--- config.mk ---
export PLATFORM = sky130hd
export DESIGN_NAME = cpb_pointer_mgr
export DESIGN_NICKNAME = d
export VERILOG_FILES = /design/src/rtl/cpb_pkg.sv /design/src/rtl/cpb_rec_writer.sv /design/src/rtl/cpb_rd_ptr.sv /design/src/rtl/cpb_level.sv /design/src/rtl/cpb_idle_ctl.sv /design/src/rtl/cpb_pointer_mgr.sv
export SDC_FILE = /design/constraint.sdc
export NUM_CORES = 1
export LEC_CHECK = 0
export ABC_AREA = 1
export BUFFER_PORTS_ARGS = -buffer_cell sky130_fd_sc_hd__buf_2
export CORE_ASPECT_RATIO = 0.8
export CORE_MARGIN = 5
export CORE_UTILIZATION = 39
export CTS_CLUSTER_SIZE = 30
export DETAILED_ROUTE_END_ITERATION = 7
export GPL_TIMING_DRIVEN = 0
export PLACE_DENSITY_LB_ADDON = 0.25
export RECOVER_POWER = 25
export SETUP_SLACK_MARGIN = 0.15
export SLEW_MARGIN = 25
export SYNTH_ARGS = -nofsm -noshare
export SYNTH_HDL_FRONTEND = slang
export SYNTH_SLANG_ARGS = --single-unit
--- constraint.sdc ---
create_clock -name clk -period 13.4 [get_ports clk]
set_input_delay 1.34 -clock clk [delete_from_list [all_inputs] [get_ports clk]]
set_output_delay 1.34 -clock clk [all_outputs]
set_load 0.005 [all_outputs]
--- src/rtl/cpb_pkg.sv ---
package cpb_pkg;
  localparam int BASE_ALIGN_BYTES = 32;

  function automatic int round_up(input int value, input int multiple);
    return ((value + multiple - 1) / multiple) * multiple;
  endfunction
endpackage

--- src/rtl/cpb_rec_writer.sv ---
module cpb_rec_writer #(
  parameter int ADDR_W     = 32,
  parameter int STRIDE     = 192,
  parameter int BEAT_BYTES = 8
) (
  input  logic              clk,
  input  logic              rst_n,
  input  logic              cfg_load,
  input  logic [ADDR_W-1:0] new_base,
  input  logic [ADDR_W-1:0] base_q,
  input  logic [ADDR_W-1:0] top_q,
  input  logic [ADDR_W-1:0] rd_ptr,
  input  logic              start_req,
  output logic [ADDR_W-1:0] wr_ptr,
  output logic [ADDR_W-1:0] wr_addr,
  output logic              busy,
  output logic              ovf
);
  localparam int BEATS  = STRIDE / BEAT_BYTES;
  localparam int BEAT_W = (BEATS > 1) ? $clog2(BEATS) : 1;
  localparam logic [ADDR_W:0]   STRIDE_X = (ADDR_W+1)'(STRIDE);
  localparam logic [ADDR_W-1:0] BEAT_A   = ADDR_W'(BEAT_BYTES);
  localparam logic [BEAT_W-1:0] LAST_BEAT = BEAT_W'(BEATS - 1);

  logic [ADDR_W-1:0] wp_q, wp_d, addr_q, addr_d, wp_next;
  logic [BEAT_W-1:0] beat_q, beat_d;
  logic              busy_q, busy_d, ovf_q, ovf_d;
  logic              wp_en, addr_en, beat_en;
  logic [ADDR_W:0]   adv_x, end_x;
  logic              fits, full, accept, last_beat;

  always_comb begin
    adv_x   = {1'b0, wp_q} + STRIDE_X;
    end_x   = {1'b0, top_q} + (ADDR_W+1)'(1);
    fits    = (adv_x + STRIDE_X) <= end_x;
    wp_next = fits ? adv_x[ADDR_W-1:0] : base_q;
    full    = (wp_next == rd_ptr);
    accept  = start_req & ~busy_q & ~full & ~cfg_load;
    last_beat = busy_q & (beat_q == LAST_BEAT);
  end

  always_comb begin
    wp_d    = wp_q;
    addr_d  = addr_q;
    beat_d  = beat_q;
    busy_d  = busy_q;
    wp_en   = 1'b0;
    addr_en = 1'b0;
    beat_en = 1'b0;
    ovf_d   = start_req & ~busy_q & full & ~cfg_load;
    if (cfg_load) begin
      wp_d = new_base;  wp_en = 1'b1;
      addr_d = new_base; addr_en = 1'b1;
      beat_d = '0;       beat_en = 1'b1;
      busy_d = 1'b0;
    end else if (accept) begin
      addr_d = wp_q;     addr_en = 1'b1;
      beat_d = '0;       beat_en = 1'b1;
      busy_d = 1'b1;
    end else if (busy_q) begin
      addr_d = addr_q + BEAT_A; addr_en = 1'b1;
      beat_d = beat_q + BEAT_W'(1); beat_en = 1'b1;
      if (last_beat) begin
        busy_d = 1'b0;
        wp_d   = wp_next;
        wp_en  = 1'b1;
      end
    end
  end

  always_ff @(posedge clk or negedge rst_n) begin
    if (!rst_n) begin
      wp_q   <= '0;
      addr_q <= '0;
      beat_q <= '0;
      busy_q <= 1'b0;
      ovf_q  <= 1'b0;
    end else begin
      if (wp_en)   wp_q   <= wp_d;
      if (addr_en) addr_q <= addr_d;
      if (beat_en) beat_q <= beat_d;
      busy_q <= busy_d;
      ovf_q  <= ovf_d;
    end
  end

  assign wr_ptr  = wp_q;
  assign wr_addr = addr_q;
  assign busy    = busy_q;
  assign ovf     = ovf_q;
endmodule

--- src/rtl/cpb_rd_ptr.sv ---
module cpb_rd_ptr #(
  parameter int ADDR_W = 32
) (
  input  logic              clk,
  input  logic              rst_n,
  input  logic              cfg_load,
  input  logic [ADDR_W-1:0] new_base,
  input  logic [ADDR_W-1:0] base_q,
  input  logic [ADDR_W-1:0] top_q,
  input  logic              rp_wr,
  input  logic [ADDR_W-1:0] rp_wdata,
  output logic [ADDR_W-1:0] rd_ptr
);
  logic [ADDR_W-1:0] rp_q, rp_d;
  logic              rp_en;

  always_comb begin
    rp_en = cfg_load | rp_wr;
    if (cfg_load)                            rp_d = new_base;
    else if (rp_wdata == top_q + ADDR_W'(1)) rp_d = base_q;
    else                                     rp_d = rp_wdata;
  end

  always_ff @(posedge clk or negedge rst_n) begin
    if (!rst_n)     rp_q <= '0;
    else if (rp_en) rp_q <= rp_d;
  end

  assign rd_ptr = rp_q;
endmodule

--- src/rtl/cpb_level.sv ---
module cpb_level #(
  parameter int ADDR_W = 32,
  parameter int STRIDE = 192
) (
  input  logic [ADDR_W-1:0] wr_ptr,
  input  logic [ADDR_W-1:0] rd_ptr,
  input  logic [ADDR_W-1:0] top_q,
  output logic [ADDR_W-1:0] avail_pkts
);
  localparam logic [ADDR_W:0] STRIDE_X = (ADDR_W+1)'(STRIDE);

  logic [ADDR_W:0] span, quot;

  always_comb begin
    if (wr_ptr >= rd_ptr) span = {1'b0, wr_ptr} - {1'b0, rd_ptr};
    else                  span = {1'b0, top_q} + (ADDR_W+1)'(1) - {1'b0, rd_ptr};
    quot       = span / STRIDE_X;
    avail_pkts = quot[ADDR_W-1:0];
  end
endmodule

--- src/rtl/cpb_idle_ctl.sv ---
module cpb_idle_ctl #(
  parameter int NUM_CH = 4,
  parameter int CH_ID  = 0
) (
  input  logic            clk,
  input  logic            rst_n,
  input  logic            idle_wr,
  input  logic [NUM_CH:0] idle_wdata,
  input  logic            busy,
  output logic            pending,
  output logic            idle_ack
);
  localparam logic [NUM_CH:0] SEL_MASK =
    (NUM_CH+1)'((1 << NUM_CH) | (1 << CH_ID));

  logic pend_q, pend_d;

  assign pend_d = ((idle_wdata & SEL_MASK) == SEL_MASK);

  always_ff @(posedge clk or negedge rst_n) begin
    if (!rst_n)       pend_q <= 1'b0;
    else if (idle_wr) pend_q <= pend_d;
  end

  assign pending  = pend_q;
  assign idle_ack = pend_q & ~busy;
endmodule

--- src/rtl/cpb_pointer_mgr.sv ---
module cpb_pointer_mgr #(
  parameter int ADDR_W     = 32,
  parameter int PKT_BYTES  = 188,
  parameter int HDR_BYTES  = 4,
  parameter int REC_ALIGN  = 8,
  parameter int BEAT_BYTES = 8,
  parameter int NUM_CH     = 4,
  parameter int CH_ID      = 0
) (
  input  logic              clk,
  input  logic              rst_n,
  input  logic              cfg_load,
  input  logic [ADDR_W-1:0] cfg_base,
  input  logic [ADDR_W-1:0] cfg_top,
  input  logic              chan_en,
  input  logic              rec_start,
  input  logic              rp_wr,
  input  logic [ADDR_W-1:0] rp_wdata,
  input  logic              idle_wr,
  input  logic [NUM_CH:0]   idle_wdata,
  output logic              wr_stb,
  output logic [ADDR_W-1:0] wr_addr,
  output logic [ADDR_W-1:0] wr_ptr,
  output logic [ADDR_W-1:0] rd_ptr,
  output logic [ADDR_W-1:0] avail_pkts,
  output logic              overflow,
  output logic              idle_ack
);
  localparam int STRIDE = cpb_pkg::round_up(PKT_BYTES + HDR_BYTES, REC_ALIGN);
  localparam logic [ADDR_W-1:0] ALIGN_MASK =
    ~ADDR_W'(cpb_pkg::BASE_ALIGN_BYTES - 1);

  logic              rst_meta, rst_sync;
  logic [ADDR_W-1:0] base_q, top_q, new_base;
  logic              busy, pending, start_req;

  always_ff @(posedge clk or negedge rst_n) begin
    if (!rst_n) begin
      rst_meta <= 1'b0;
      rst_sync <= 1'b0;
    end else begin
      rst_meta <= 1'b1;
      rst_sync <= rst_meta;
    end
  end

  assign new_base = cfg_base & ALIGN_MASK;

  always_ff @(posedge clk or negedge rst_sync) begin
    if (!rst_sync) begin
      base_q <= '0;
      top_q  <= '0;
    end else if (cfg_load) begin
      base_q <= new_base;
      top_q  <= cfg_top;
    end
  end

  assign start_req = rec_start & chan_en & ~pending;

  cpb_rec_writer #(.ADDR_W(ADDR_W), .STRIDE(STRIDE), .BEAT_BYTES(BEAT_BYTES)) u_writer (
    .clk(clk), .rst_n(rst_sync), .cfg_load(cfg_load), .new_base(new_base),
    .base_q(base_q), .top_q(top_q), .rd_ptr(rd_ptr), .start_req(start_req),
    .wr_ptr(wr_ptr), .wr_addr(wr_addr), .busy(busy), .ovf(overflow)
  );

  cpb_rd_ptr #(.ADDR_W(ADDR_W)) u_rd (
    .clk(clk), .rst_n(rst_sync), .cfg_load(cfg_load), .new_base(new_base),
    .base_q(base_q), .top_q(top_q), .rp_wr(rp_wr), .rp_wdata(rp_wdata),
    .rd_ptr(rd_ptr)
  );

  cpb_level #(.ADDR_W(ADDR_W), .STRIDE(STRIDE)) u_level (
    .wr_ptr(wr_ptr), .rd_ptr(rd_ptr), .top_q(top_q), .avail_pkts(avail_pkts)
  );

  cpb_idle_ctl #(.NUM_CH(NUM_CH), .CH_ID(CH_ID)) u_idle (
    .clk(clk), .rst_n(rst_sync), .idle_wr(idle_wr), .idle_wdata(idle_wdata),
    .busy(busy), .pending(pending), .idle_ack(idle_ack)
  );

  assign wr_stb = busy;
endmodule

* After elaboration in Yosys (flattened, before gate mapping) *
Cells that the tools add are included.

cells by class
  $mul = 0
  reductions and logical operators = 5
  equality and inequality tests = 5
  add/sub/neg operators = 8
  muxes and demuxes = 25
  shifts and indexed selects = 0
  bitwise logic cells = 14
  divide/modulo/power cells = 1
  order comparisons = 2

operators by type and width
  kind                                             count
  two-way mux 32 bit                               10
  == test 32 bit                                   2
  adder 32 x 1 -> 33 bit, second input constant    1
  adder 32 x 8 -> 33 bit, second input constant    1
  adder 33 x 8 -> 33 bit, second input constant    1
  divider 33 x 8 -> 33 bit, second input constant  1
  <= comparator 33 bit                             1
  two-way mux 33 bit                               1
  subtractor 32 x 32 -> 33 bit                     1
  subtractor 33 x 32 -> 33 bit                     1
  adder 32 x 1 -> 32 bit, second input constant    1
  adder 32 x 4 -> 32 bit, second input constant    1
  greater-or-equal comparator 32 bit               1
  two-way mux 5 bit                                3
  two-way mux 1 bit                                11
  bitwise AND 1 bit                                9
  adder 5 x 1 -> 5 bit, second input constant      1
  == test 5 bit, second input constant             1
  inverter 1 bit                                   4
  AND reduction 4 bit                              1
  nonzero test 2 bit                               2
  nonzero test 3 bit                               1
  == test 2 bit, second input constant             1
  inequality test 2 bit, second input constant     1
  2 further kinds                                  2

storage, ports and cells
  latch bits = 0
  bits in read-only memories = 0
  bits of input ports = 108
  memories = 0
  register bits after elaboration = 165
  bits in writable memories = 0

* Logic depth before layout (Yosys ltp) *
  depth in word-level cells = 11
  gate-level depth with buffers = 99

* Modules after synthesis *
From an unflattened synthesis, not the netlist that was laid out.

unflattened totals
  cell total of the unflattened synthesis = 3,333
  area total of the unflattened synthesis = 20,060.5 µm²

modules (own cells, without submodules)
  module           instances  area an instance (µm²)  cells an instance
  cpb_rec_writer   1          8,236.6                 1,340
  cpb_level        1          5,831.8                 1,094
  cpb_rd_ptr       1          3,644.7                 636
  cpb_pointer_mgr  1          2,298.5                 256
  cpb_idle_ctl     1          48.8                    7

* Worst setup path before layout *
OpenSTA, ideal clock, no wires.

  path kind = reg2out
  start point = register top_q[0]
  end point = output port avail_pkts[0]
  setup slack = 3,062 ps
  arrival time = 8,998 ps
  cell stages (with the launch flop) = 89
  path buffers = 0
  cells stage by stage = dfrtp_1 ha_1 nand2_1 nor3_2 nand2_1 nor2_1 inv_1 nor3_1 inv_1 nor2_1 inv_1 nor2_1 inv_1 nor3_1 inv_1 nor2_1 inv_1 nor2_1 (+53 left out) o21ai_1 nand2_1 inv_1 o21bai_2 nand2_1 o21ai_1 nand2_1 o21ai_1 nand2_1 o21ai_2 nand2_2 o21ai_2 nand2_1 nand3_2 nand2_1 nand2_1 nand3_1 nand2_1

between the ends
  word-level cells in the longest chain between the ends = 4

ends and longest elaborated chain
  item                          line                   text
  start: declaration            cpb_pointer_mgr.sv:34  logic [ADDR_W-1:0] base_q, top_q, new_base;
  start signal: assignment      cpb_pointer_mgr.sv:55  top_q <= cfg_top;
  adder 32 x 1 -> 33 bit        cpb_level.sv:16        else span = {1'b0, top_q} + (ADDR_W+1)'(1) - {1'b0, rd_ptr};
  subtractor 33 x 32 -> 33 bit  cpb_level.sv:16
  two-way mux 33 bit            cpb_level.sv:15        if (wr_ptr >= rd_ptr) span = {1'b0, wr_ptr} - {1'b0, rd_ptr};
  divider 33 x 8 -> 33 bit      cpb_level.sv:17        quot = span / STRIDE_X;
  end: declaration              cpb_pointer_mgr.sv:25  output logic [ADDR_W-1:0] avail_pkts,

No other way between the ends.

* Worst setup path after layout *
Ends and elaborated chain as after synthesis.

==> out/results.tsv <==
stage	metric	value	unit
cts	Num CTS Buffers	17	
timing	final period utilization	90.38	%
power	Power per Cell Area	200.9	mW/mm2
layout	area growth from synthesis to layout	17.07	%
synthesis	share of Yosys cell area claimed by the top area cell type	24.97	%
cts	CTS tree	built	
outcome	status	finished with violations	
routing	Pre-antenna DRT Iters	5	
synthesis	average size of a mapped cell	6.487	um2
synthesis	Async SR Flop Fraction	100.0	%
placed_design	GP Congestion	0.9988	
min_path	hold path startpoint	rst_meta	
worst_setup_path	CP top delay family	simple AND/OR/NAND/NOR gates	
worst_setup_path	Reg2Reg Depth	43	
worst_setup_path	CP Launch Type	flip-flop	
worst_setup_path	CP Max Fanout	5	
min_path	Hold/Removal Path Class	reg -> reg	
worst_setup_path	reg2reg setup slack	2.02	ns
synthesis	cell count after synthesis	2549	
die	Rows	67	
synthesis	count leader, synth	nand2_1	
timing	Worst-Margin Slew	2.982	ns
synthesis	library cells used by synthesis	67	
worst_setup_path	Crit. End Element	output port	
job	Max Cap Violations	2	
layout	final core occ	46.18	%
power	Leakage	10.13	nW
synthesis	Ys Warns	0	
synthesis	register area share after synthesis	24.97	%
synthesis	commonest cells in the netlist	nand2_1 (680), inv_1 (392), o21ai_0 (219), nor2_1 (184), dfrtp_1 (165)	
worst_setup_path	CP bufs+invs	7	
cts	clock-pin slew on the worst setup and hold paths	0.07	ns
layout	layout cells sized above 1	15.12	%
power	peak supply drop	184.3	uV
worst_setup_path	r2r endpoint	u_writer.wr_addr[5]	
synthesis	Post-synth EDFFs	0	
min_path	Hold Path End	rst_sync	
layout	Final nets	3023	
synthesis	leading area contributor after synthesis	dfrtp_1	
timing	RSZ-0062 raised after global routing	no	
worst_setup_path	Stages on worst setup path	77	
routing	via count	18305	
grt	vias in the first global route	16988	
routing	Iteration-0 DRC Markers	1685	
worst_setup_path	WS Path Type	reg -> out	
synthesis	synth top area cells	dfrtp_1 (25%), nand2_1 (15%), inv_1 (8.9%)	
placed_design	port buffer count	224	
grt	global-route usage over all layers	29.24	%
power	Final Power	0.003889	W
routing	vias per cell	5.422	
timing	final setup vio count	0	
worst_setup_path	WP data arrival	10.77	ns
routing	DR WL/cell	20.89	um
cts	hold-fix buffers at CTS	0	
timing	slew margin rel.	-98.77	%
timing	hold_ws	0.3513	ns
die	die area	0.04664	mm2
grt	Remaining Overflow, GRT	0	
timing	FMAX	0.08257	GHz
routing	drc violations	0	
worst_setup_path	Critical Path Most Common Cell	nand2_1	
timing	Fin Setup TNS	0	ns
timing	skew final	0.01380	ns
worst_setup_path	CP max stage delay	0.49	ns
synthesis	Cell Area, Synth	0.01653	mm2
cts	clock sink count	165	
die	IO Pins	239	
timing	final hold violation count	0	
synthesis	Primary FF master, synth	dfrtp_1	
routing	post-detailed-route count of antenna-violating nets	0	
synthesis	synthesis-stage register bit count	165	
grt	first-pass GRT wire length	104.2	mm
placed_design	dpl hpwl	58.64	mm
die	die boundary height	194.2	um
routing	Post-Route WL	70.51	mm
die	core outline area	0.04192	mm2
timing	Final Slew Violations	96	
timing	min Tclk post-route	12.11	ns
cts	clock root buffer	clkbuf_16	
cts	clk buf depth	2	
worst_setup_path	crit path max-delay cell type	dfrtp_2	
cts	CTS HTree Levels	4	
grt	largest net degree at the start of global routing	49	
outcome	failing checks	capacitance limit, slew limit	
grt	initial antenna violation count	0	
die	Die W	240.2	um
worst_setup_path	Required @ worst endpoint	12.06	ns
die	starting density of the core	39.45	%
layout	ANT cells	0	
min_path	hold path depth	0	
worst_setup_path	Critical R2R Launch	u_writer.wr_ptr[6]	
cts	Clock Latency Late Sink	0.46	ns
==> state kept, by name, summed over array words and instances, names as in the netlist <==
signal and cells:
u_writer.beat_q 5, u_writer.wr_ptr 32, u_idle.pending 1, u_writer.ovf 1, rst_sync 1, top_q 32, u_rd.rd_ptr 32, rst_meta 1
base_q 27, u_writer.busy 1, u_writer.wr_addr 32
==> where the power goes <==
group          switching, W  internal (W)  leakage (nW)  total, W
combinational       0.00171      0.000961          7.80   0.00267
clock              0.000246      0.000323         0.313  0.000569
sequential        0.0000935      0.000553          2.02  0.000646
total               0.00205       0.00184          10.1   0.00389
==> placed cells by master, fill, tap and decap left out, drive strengths merged, types with 17 or more instances in the layout <==
cell | synthesis | layout
a21oi | 115 | 115
clkbuf | 51 | 72
a31oi | 34 | 34
nand3 | 115 | 115
dfrtp | 165 | 165
nor3 | 42 | 42
o211ai | 17 | 17
buf | 15 | 250
xnor2 | 46 | 46
ha | 102 | 102
o21bai | 19 | 19
inv | 414 | 419
xor2 | 115 | 115
nand2 | 715 | 715
o21ai | 250 | 250
nand4 | 36 | 36
nor2 | 191 | 191
==> metal layers <==
| layer | vias to the layer above | wire, um | part of all wire (%) | track usage (%) |
|---|---|---|---|---|
| met5 | - | 0 | 0 | 0 |
| met2 | 865 | 29600 | 42 | 43.02 |
| met3 | 104 | 7496 | 11 | 7.978 |
| li1 | 8774 | - | - | - |
| met1 | 8562 | 31620 | 45 | 42.68 |
| met4 | 0 | 1798 | 2.6 | 6.870 |
==> how the worst max path moves through the flow <==
stage,start,to,slack (ns)
finish,top_q[0],avail_pkts[0],1.29
global route,top_q[0],avail_pkts[0],0.06
global placement,top_q[0],avail_pkts[0],1.29
CTS,top_q[0],avail_pkts[0],0.50
detailed placement,top_q[0],avail_pkts[0],1.01
floorplan,top_q[0],avail_pkts[0],3.06
==> worst reg2reg max path, delay by kind of cell (launching register included) <==
kind	cells	cell delay, ns
AOI/OAI and AO/OA	7	2.46
xor gates and xnor gates	2	0.49
and+or+nand+nor	25	5.65
adders and majority gates	2	0.51
buffers and inverters	7	1.47
DFF	1	0.66
==> metrics by stage <==
stage / cell area (um2) / setup WS (ns) / std cells
final: 19360 / 1.289 / 3376
after global routing: 19360 / 0.06160 / 3376
after CTS: 19100 / 0.5036 / 3366
after detailed placement: 18450 / 1.006 / 3334
after global placement: 18370 / 1.290 / 3330
after floorplan: 16550 / 3.062 / 2554
==> cell families (layout without fill, tap and decap cells) <==
| logic type | Yosys count | count (layout) | synth area share [%] |
|---|---|---|---|
| compound gates | 493 | 493 | 17.34 |
| flops | 165 | 165 | 24.97 |
| xor+xnor | 161 | 161 | 8.528 |
| simple gates | 1140 | 1140 | 29.78 |
| fa+ha+maj | 104 | 104 | 7.961 |
| buf+inv | 483 | 753 | 11.31 |
| mux | 1 | 1 | 0.06054 |
| other cells | 2 | 7 | 0.04542 |
==> area by class of cell <==
type / count / area [um2]
Timing Repair Buffer: 238 / 1230
Multi-Input combinational cell: 1906 / 10780
Buffer: 66 / 305.3
Fill cell: 4442 / 22560
Sequential cell: 165 / 4130
Clock inverter: 14 / 212.7
Inverter: 417 / 1569
Clock buffer: 18 / 439.2
Tap cell: 552 / 690.7
==> what timing repair did <==
action / 4_1_cts / 5_1_grt
buffers inserted: 0 / 10
endpoints found under the setup margin: 0 / 5
gates resized for setup: 0 / 41
Power figures use the tool's default switching activity.
